<file path="src/rtl/bas_pkg.sv">
package bas_pkg;
  localparam int unsigned BEAT_W = 2;

  typedef enum logic {
    ORDER_LINEAR     = 1'b0,
    ORDER_INTERLEAVE = 1'b1
  } order_e;

  // low address bits for a given beat of the burst
  function automatic logic [BEAT_W-1:0] beat_addr(
    input logic [BEAT_W-1:0] origin,
    input logic [BEAT_W-1:0] beat,
    input order_e            order
  );
    if (order == ORDER_INTERLEAVE) return origin ^ beat;
    else                           return origin + beat;
  endfunction
endpackage

</file>
<file path="src/rtl/bas_addr_reg.sv">
module bas_addr_reg #(
  parameter int unsigned ADDR_W = 16,
  parameter int unsigned BEAT_W = 2,
  localparam int unsigned UPPER_W = ADDR_W - BEAT_W
) (
  input  logic              clk_i,
  input  logic              rst_ni,
  input  logic              load_i,
  input  logic [ADDR_W-1:0] addr_i,
  output logic [UPPER_W-1:0] upper_o,
  output logic [BEAT_W-1:0]  origin_o
);
  always_ff @(posedge clk_i or negedge rst_ni) begin
    if (!rst_ni) begin
      upper_o  <= '0;
      origin_o <= '0;
    end else if (load_i) begin
      upper_o  <= addr_i[ADDR_W-1:BEAT_W];
      origin_o <= addr_i[BEAT_W-1:0];
    end
  end
endmodule

</file>
<file path="src/rtl/bas_beat_ctr.sv">
module bas_beat_ctr #(
  parameter int unsigned BEAT_W = 2,
  localparam logic [BEAT_W-1:0] LAST_BEAT = {BEAT_W{1'b1}}
) (
  input  logic              clk_i,
  input  logic              rst_ni,
  input  logic              load_i,
  input  logic              step_i,
  output logic [BEAT_W-1:0] beat_o,
  output logic              active_o
);
  always_ff @(posedge clk_i or negedge rst_ni) begin
    if (!rst_ni) begin
      beat_o   <= '0;
      active_o <= 1'b0;
    end else if (load_i) begin
      beat_o   <= '0;
      active_o <= 1'b1;
    end else if (step_i && active_o) begin
      // past the final beat: back to origin, burst over
      beat_o   <= (beat_o == LAST_BEAT) ? '0 : beat_o + 1'b1;
      active_o <= (beat_o != LAST_BEAT);
    end
  end
endmodule

</file>
<file path="src/rtl/burst_addr_seq.sv">
module burst_addr_seq #(
  parameter int unsigned ADDR_W = 16
) (
  input  logic              clk_i,
  input  logic              rst_ni,
  input  logic              proc_strobe_ni,
  input  logic              ctrl_strobe_ni,
  input  logic              advance_ni,
  input  logic              mode_i,
  input  logic [ADDR_W-1:0] addr_i,
  output logic [ADDR_W-1:0] addr_o,
  output logic              burst_active_o
);
  import bas_pkg::*;
  localparam int unsigned UPPER_W = ADDR_W - BEAT_W;

  logic               load;
  logic               step;
  logic [UPPER_W-1:0] upper_q;
  logic [BEAT_W-1:0]  origin_q;
  logic [BEAT_W-1:0]  beat_q;
  order_e             order;

  assign load  = !proc_strobe_ni || !ctrl_strobe_ni;
  assign step  = !load && !advance_ni;
  assign order = order_e'(mode_i);

  bas_addr_reg #(.ADDR_W(ADDR_W), .BEAT_W(BEAT_W)) u_addr_reg (
    .clk_i    (clk_i),
    .rst_ni   (rst_ni),
    .load_i   (load),
    .addr_i   (addr_i),
    .upper_o  (upper_q),
    .origin_o (origin_q)
  );

  bas_beat_ctr #(.BEAT_W(BEAT_W)) u_beat_ctr (
    .clk_i    (clk_i),
    .rst_ni   (rst_ni),
    .load_i   (load),
    .step_i   (step),
    .beat_o   (beat_q),
    .active_o (burst_active_o)
  );

  assign addr_o = {upper_q, beat_addr(origin_q, beat_q, order)};
endmodule

</file>
<file path="config.mk">
export PLATFORM = sky130hd
export DESIGN_NAME = burst_addr_seq
export DESIGN_NICKNAME = d
export VERILOG_FILES = /design/src/rtl/bas_pkg.sv /design/src/rtl/bas_addr_reg.sv /design/src/rtl/bas_beat_ctr.sv /design/src/rtl/burst_addr_seq.sv
export SDC_FILE = /design/constraint.sdc
export NUM_CORES = 1
export LEC_CHECK = 0
export CORE_MARGIN = 2
export CORE_UTILIZATION = 55
export DETAILED_ROUTE_END_ITERATION = 10
export DONT_BUFFER_PORTS = 1
export PLACE_DENSITY_LB_ADDON = 0.12
export SYNTH_ARGS = -nofsm -noshare
export SYNTH_HDL_FRONTEND = slang
export SYNTH_SLANG_ARGS = --single-unit
export TNS_END_PERCENT = 1
</file>
<file path="constraint.sdc">
create_clock -name clk_i -period 1.2 [get_ports clk_i]
set_input_delay 0.06 -clock clk_i [delete_from_list [all_inputs] [get_ports clk_i]]
set_output_delay 0.06 -clock clk_i [all_outputs]
set_load 0.05 [all_outputs]
</file>
* Yosys cells after proc, flatten, opt, wreduce, memory -nomap -nowiden *
Index checks and enable logic that the tools add are counted.

word-level totals
  word-level logic and storage cells = 23
  flip-flop bits (word level) = 19
  output and inout bits = 17
  input bits = 22

cells by class
  bitwise operators = 1
  muxes and demuxes = 6
  eq/ne operators = 2
  reduce and logical (&&, ||, !) cells = 8
  add/subtract/negate cells = 2

operator list
  kind                                          count
  two-way mux 2 bit                             4
  zero test 1 bit                               4
  adder 2 x 1 -> 2 bit (second input constant)  1
  adder 2 bit                                   1
  == test 2 bit (second input constant)         1
  logical AND 1 bit                             2
  two-way mux 1 bit                             2
  != test 2 bit (second input constant)         1
  nonzero test 2 bit                            1
  bitwise XOR 2 bit                             1
  logical OR 1 bit                              1

* Depth between registers and ports, before layout *
Gate-level depths: netlist of the first run.

  word-level depth = 7
  depth in mapped cells = 4

* Hierarchy *
From an unflattened synthesis of the first run, not the netlist that was laid out.

second synthesis, totals
  cell total of the unflattened synthesis = 52
  area total of the unflattened synthesis = 838.3 um^2

by module, submodules not included
  module          times used  cells an instance  area an instance (um^2)  sequential area each (um^2)
  bas_addr_reg    1           34                 649.4                    400.4
  bas_beat_ctr    1           12                 145.1                    75.1
  burst_addr_seq  1           6                  43.8                     0.0

* Worst setup path before layout of the first run *
OpenSTA, ideal clock, no wires.

  path type = flip-flop to output port
  start = reg u_beat_ctr.beat_o[0]
  end = out addr_o[1]
  arrival = 1.503 ns
  stages on the path, launching flop included = 4
  required time = 1.140 ns
  setup slack = -0.363 ns
  cell sequence = dfrtp_1 > ha_1 > nor2b_1 > xnor2_1

on the way
  cells in the longest elaborated chain, start to end = 2

ends and longest elaborated chain
  element                 line                  text
  start, declared         bas_beat_ctr.sv:9     output logic [BEAT_W-1:0] beat_o,
  start signal, assigned  bas_beat_ctr.sv:21    beat_o <= (beat_o == LAST_BEAT) ? '0 : beat_o + 1'b1;
  adder 2 bit             bas_pkg.sv:16         else return origin + beat;
  two-way mux 2 bit       bas_pkg.sv:15         if (order == ORDER_INTERLEAVE) return origin ^ beat;
  end, declared           burst_addr_seq.sv:11  output logic [ADDR_W-1:0] addr_o,

No other way between the ends.

* Final worst setup path of the first run *
  start = reg u_addr_reg.origin_o[0]
  end = out addr_o[1]

on the way
  cells in the longest elaborated chain, start to end = 2

ends and longest elaborated chain
  element                 line                text
  start, declared         bas_addr_reg.sv:11  output logic [BEAT_W-1:0] origin_o
  start signal, assigned  bas_addr_reg.sv:19  origin_o <= addr_i[BEAT_W-1:0];
  adder 2 bit             bas_pkg.sv:16
  two-way mux 2 bit       bas_pkg.sv:15

No other way between the ends.

==> impl_metrics.env, run 1 <==
export IMPL_wl_per_cell_um=27.62
export IMPL_fmax_mhz=683.8
export IMPL_gr_total_overflow=0
export IMPL_cts_root_buf="clkbuf_4"
export IMPL_io_buffers=0
export IMPL_setup_slack_ps=-262.4
export IMPL_cts_buffers=3
export IMPL_die_area_mm2=0.001802
export IMPL_start_util=0.6098
export IMPL_yosys_warnings=0
export IMPL_gp_routability_congestion=0.8026
export IMPL_num_rows=13
export IMPL_synthesis_instances=51
export IMPL_critPathKind="reg -> out"
export IMPL_synth_ff_latch_count=19
export IMPL_cpPeakStageDelay_ps=400
export IMPL_syn_nets=75
export IMPL_area_growth_pct=56.46
export IMPL_cp_slowest_cell="dfrtp_1"
export IMPL_leakage_uw=0.0005947
export IMPL_fill_cells=28
export IMPL_path_cells="ha_2 -> nor2b_4 -> xnor2_4 -> buf_12"
export IMPL_syn_mean_instance_area_um2=15.95
export IMPL_clk_path_buf_depth=2
export IMPL_final_cell_mix="20 x dlygate4sd3_1, 18 x buf_4, 18 x dfrtp_1, 8 x mux2_4, 8 x mux2_2"
export IMPL_drive_above_1_share=0.5000
export IMPL_firstDrtPassIters=4
export IMPL_vias=639
export IMPL_start_kind="flip-flop"
export IMPL_place_inst=86
export IMPL_cts_tree="yes"
export IMPL_track_usage=0.3170
export IMPL_rsz0062_at_grt="yes"
export IMPL_peakVddDrop_v=0.0009232
export IMPL_routed_via_density=5.809
export IMPL_antenna_found_initial=1
export IMPL_min_period_over_period=1.219
export IMPL_critical_path_peak_fanout=2
export IMPL_finalSetupViolations=4
export IMPL_finalPower_uw=1589
export IMPL_yosys_cell_types_count=17
export IMPL_die_w_um=42.46
export IMPL_core_mm2=0.001334
export IMPL_grt_pass1_vias=690
export IMPL_drtIter0Drc=27
export IMPL_maxCapViolCount=0
export IMPL_syn_area_um2=813.3
export IMPL_io_pins=39
export IMPL_outcome="finished, violations left"
export IMPL_instances_no_fill=110
export IMPL_fin_hold_ws_ps=43.91
export IMPL_fin_crit_ps=1462
export IMPL_clock_latency_ps=320
export IMPL_finClkSkew_ps=2.160
export IMPL_die_height_um=42.46
export IMPL_htreeDepth=1
export IMPL_dp_hpwl_mm=1.210
export IMPL_failed_checks="negative setup slack"
export IMPL_grt_max_degree=20
export IMPL_critPathCaptureType="primary output"
export IMPL_cp_arrival_ps=1400
export IMPL_power_density_mw_per_mm2=1249
export IMPL_routed_wl_mm=3.038
export IMPL_final_common_cell="dlygate4sd3_1"
export IMPL_slew_headroom=0.4243
export IMPL_nNetsFinal=119
export IMPL_drv_slew=0
export IMPL_numClockSinks=19
export IMPL_worstMarginPinSlew_ps=860.8
export IMPL_worstPathRequired_ps=1140
export IMPL_fin_tns_setup_ps=-580.9
export IMPL_clk_pin_slew_ps=120
export IMPL_antenna_left=0
export IMPL_ys_seq_area_frac=0.5846
export IMPL_drcViolationCount=0
export IMPL_grt_pass1_wl_mm=3.981
export IMPL_hold_violations=0
export IMPL_worstHoldPathType="in -> reg"
[cell families after synthesis]
group,count (synthesis),share of synthesized area
adders and majority gates,2,0.03076
muxes,17,0.2708
buffers and inverters,2,0.01846
and+or+nand+nor,7,0.06153
DFF,19,0.5846
xor gates and xnor gates,2,0.02154
AOI/OAI and AO/OA,2,0.01230
[per-layer routing]
metal	up-vias	global-route usage	part of all wire
met1	311	0.3870	0.38
met2	48	0.5415	0.50
li1	264	-	-
met4	0	0.08125	0.053
met5	-	0	0
met3	16	0.09914	0.069
[cell type report]
| type | count | area (µm²) | area share |
|---|---|---|---|
| flip-flops and latches | 19 | 476.7 | 0.3746 |
| well taps | 15 | 18.77 | 0.01475 |
| clock buffers | 4 | 26.28 | 0.02065 |
| multi-input cells | 30 | 374.1 | 0.2940 |
| diodes | 1 | 2.502 | 0.001967 |
| repair buffers | 40 | 370.4 | 0.2911 |
| inverters | 1 | 3.754 | 0.002950 |
[sequential cells by signal, indices dropped and copies added (netlist names)]
name	count
u_addr_reg.origin_o	2
u_beat_ctr.beat_o	2
u_beat_ctr.active_o	1
u_addr_reg.upper_o	14
[synth_stat cells (all sizes together)]
cell	count	area [µm²]
nor2b	1	6.260
ha	2	25.02
nor2	1	3.750
nand3	1	5.000
a21oi	1	5.000
o21ai	1	5.000
dfrtp	19	475.5
xnor2	2	17.52
buf	1	11.26
inv	1	3.750
nand2	2	15.01
mux2	16	210.2
nand2b	1	13.76
or3	1	6.260
mux2i	1	10.01
[per-stage QoR]
step	instance area [µm²]	util	worst slack, ps
2_1_floorplan	832.0	-	-35.25
3_5_place_dp	1010	0.7570	-20.08
3_3_place_gp	1010	0.7570	29.17
5_1_grt	1272	0.9540	-303.3
4_1_cts	1254	0.9400	-209.6
6_report	1272	0.9540	-262.4
[critical path: cells and delay by family, from the launching register on]
| kind | cells | cell delay, ps |
|---|---|---|
| XOR/XNOR | 1 | 140 |
| buffers and inverters | 1 | 150 |
| adder cells (fa/ha/maj) | 1 | 190 |
| AND/OR/NAND/NOR | 1 | 200 |
| flip-flops | 1 | 400 |
[report_power, final]
group          switching, µW  internal, µW  leakage, µW
sequential              41.2           688     0.000221
combinational            286           212     0.000359
clock                    231           130    0.0000150
[final timing paths]
check / start / to / slack [ps] / depth (start not counted)
max: u_addr_reg.origin_o[0]$_DFFE_PN0P_ / addr_o[1] / -260 / 4
min in group asynchronous: rst_ni / u_addr_reg.upper_o[13]$_DFFE_PN0P_ / 280 / 1
min reg2reg: u_addr_reg.upper_o[3]$_DFFE_PN0P_ / u_addr_reg.upper_o[3]$_DFFE_PN0P_ / 540 / 1
max reg2reg: u_beat_ctr.beat_o[0]$_DFFE_PN0P_ / u_beat_ctr.beat_o[0]$_DFFE_PN0P_ / -170 / 4
max in group asynchronous: rst_ni / u_beat_ctr.beat_o[1]$_DFFE_PN0P_ / 340 / 1
min: proc_strobe_ni / u_beat_ctr.beat_o[0]$_DFFE_PN0P_ / 40 / 2
[timing repair]
action                                 CTS  global route
buffers inserted                         1             0
gates resized for setup                  5             5
hold buffers                            20             0
endpoints found under the hold margin   36             0
setup endpoints to repair                3             5
pin swaps                                2             3
No activity file was read; power rests on OpenSTA's default activity.
==> run 2, diff against run 1 <==
--- a/config.mk
+++ b/config.mk
@@ -9,7 +9,7 @@
 export CORE_UTILIZATION = 55
 export DETAILED_ROUTE_END_ITERATION = 10
 export DONT_BUFFER_PORTS = 1
-export PLACE_DENSITY_LB_ADDON = 0.12
+export PLACE_DENSITY = 0.82
 export SYNTH_ARGS = -nofsm -noshare
 export SYNTH_HDL_FRONTEND = slang
 export SYNTH_SLANG_ARGS = --single-unit
==> impl_metrics.env, run 2 (same netlist as run 1, synthesis figures left out) <==
export IMPL_critical_path_peak_fanout=2
export IMPL_path_buf_inv=2
export IMPL_wl_per_cell_um=24.42
export IMPL_antenna_cells=0
export IMPL_cp_arrival_ps=1390
export IMPL_die_height_um=42.46
export IMPL_core_mm2=0.001334
export IMPL_routed_wl_mm=2.686
export IMPL_critPathKind="reg -> out"
export IMPL_peakVddDrop_v=0.001188
export IMPL_final_common_cell="dlygate4sd3_1"
export IMPL_clk_pin_slew_ps=110
export IMPL_final_cell_mix="20 x dlygate4sd3_1, 19 x buf_4, 19 x dfrtp_1, 8 x mux2_4, 8 x mux2_2"
export IMPL_path_cells="xnor2_1 -> buf_4 -> xnor2_4 -> buf_12"
export IMPL_place_inst=84
export IMPL_nNetsFinal=120
export IMPL_maxCapViolCount=0
export IMPL_antenna_left=0
export IMPL_grt_pass1_wl_mm=3.498
export IMPL_cts_root_buf="clkbuf_4"
export IMPL_numClockSinks=19
export IMPL_fin_hold_ws_ps=50.82
export IMPL_fmax_mhz=688.8
export IMPL_start_kind="flip-flop"
export IMPL_top_register="u_addr_reg.upper_o"
export IMPL_vias=626
export IMPL_area_growth_pct=55.08
export IMPL_power_density_mw_per_mm2=1233
export IMPL_top_regs="u_addr_reg.upper_o (14), u_addr_reg.origin_o (2), u_beat_ctr.beat_o (2)"
export IMPL_rsz0062_at_grt="yes"
export IMPL_finalSetupViolations=4
export IMPL_multiInputGateArea_um2=362.8
export IMPL_finalPower_uw=1555
export IMPL_clk_path_buf_depth=2
export IMPL_cp_slowest_cell="dfrtp_1"
export IMPL_htreeDepth=1
export IMPL_routed_via_density=5.691
export IMPL_start_util=0.6098
export IMPL_worstPathRequired_ps=1140
export IMPL_cts_buffers=3
export IMPL_finClkSkew_ps=0.6332
export IMPL_drtIter0Drc=18
export IMPL_largest_reg_flops=14
export IMPL_track_usage=0.2673
export IMPL_drive_above_1_share=0.5053
export IMPL_grt_max_degree=20
export IMPL_seq_area_um2=475.5
export IMPL_worstHoldPathType="in -> reg"
export IMPL_worstMarginPinSlew_ps=853.9
export IMPL_dp_hpwl_mm=1.218
export IMPL_io_pins=39
export IMPL_drv_slew=0
export IMPL_cpPeakStageDelay_ps=430
export IMPL_outcome="finished, violations left"
export IMPL_min_period_over_period=1.210
export IMPL_fill_cells=34
export IMPL_leakage_uw=0.0005920
export IMPL_antenna_found_initial=0
export IMPL_failed_checks="negative setup slack"
export IMPL_die_area_mm2=0.001802
export IMPL_num_rows=13
export IMPL_setup_slack_ps=-251.9
export IMPL_critPathCaptureType="primary output"
export IMPL_gr_total_overflow=0
export IMPL_clock_latency_ps=300
export IMPL_hold_violations=0
export IMPL_io_buffers=0
export IMPL_die_w_um=42.46
export IMPL_grt_pass1_vias=696
export IMPL_drcViolationCount=0
export IMPL_fin_tns_setup_ps=-541.5
export IMPL_cts_tree="yes"
export IMPL_slew_headroom=0.4289
export IMPL_instances_no_fill=110
export IMPL_gp_routability_congestion=0.7849
export IMPL_fin_util=0.9456
export IMPL_firstDrtPassIters=4
export IMPL_cp_top_family="flip-flops"
export IMPL_fin_crit_ps=1452
## run 2: cell type report
class	instances	share of cell area
clock buffers	4	0.02083
inverters	1	0.002976
multi-input cells	30	0.2877
flip-flops and latches	19	0.3770
well taps	15	0.01488
repair buffers	41	0.2966
## run 2: path summary, 6_finish.rpt
kind / from / end / slack, ps / cells after the start
max: u_beat_ctr.beat_o[1]$_DFFE_PN0P_ / addr_o[1] / -250 / 4
min: proc_strobe_ni / u_beat_ctr.beat_o[0]$_DFFE_PN0P_ / 50 / 2
max reg2reg: u_beat_ctr.beat_o[0]$_DFFE_PN0P_ / u_beat_ctr.beat_o[0]$_DFFE_PN0P_ / -130 / 4
min reg2reg: u_addr_reg.upper_o[0]$_DFFE_PN0P_ / u_addr_reg.upper_o[0]$_DFFE_PN0P_ / 530 / 1
max in group asynchronous: rst_ni / u_beat_ctr.beat_o[0]$_DFFE_PN0P_ / 380 / 1
min in group asynchronous: rst_ni / u_addr_reg.upper_o[7]$_DFFE_PN0P_ / 300 / 1
## run 2: stage by stage
step	setup WS [ps]	instance area (µm²)
after floorplan	-35.25	832.0
after global placement	28.26	994.7
after detailed placement	-5.148	994.7
after CTS	-194.4	1242
after global routing	-332.8	1261
final	-251.9	1261
## run 2: timing repair
item                                    4_1_cts  5_1_grt
pin swaps                                     2        1
resized for setup                             4        3
endpoints found under the setup margin        2        4
hold buffers                                 20        0
setup buffers                                 2        1
hold endpoints to repair                     36        0
## run 2: power by group
group	total, µW	switching, µW	internal, µW
logic	488	279	209
registers	723	35.5	688
clock network	344	214	130
total	1550	529	1030
## run 2: per-layer routing
metal	global-route usage	part of all wire	vias to the layer above
li1	-	-	265
met1	0.3343	0.41	320
met2	0.4646	0.52	35
met3	0.05603	0.045	6
met4	0.07500	0.027	0
met5	0	0	-
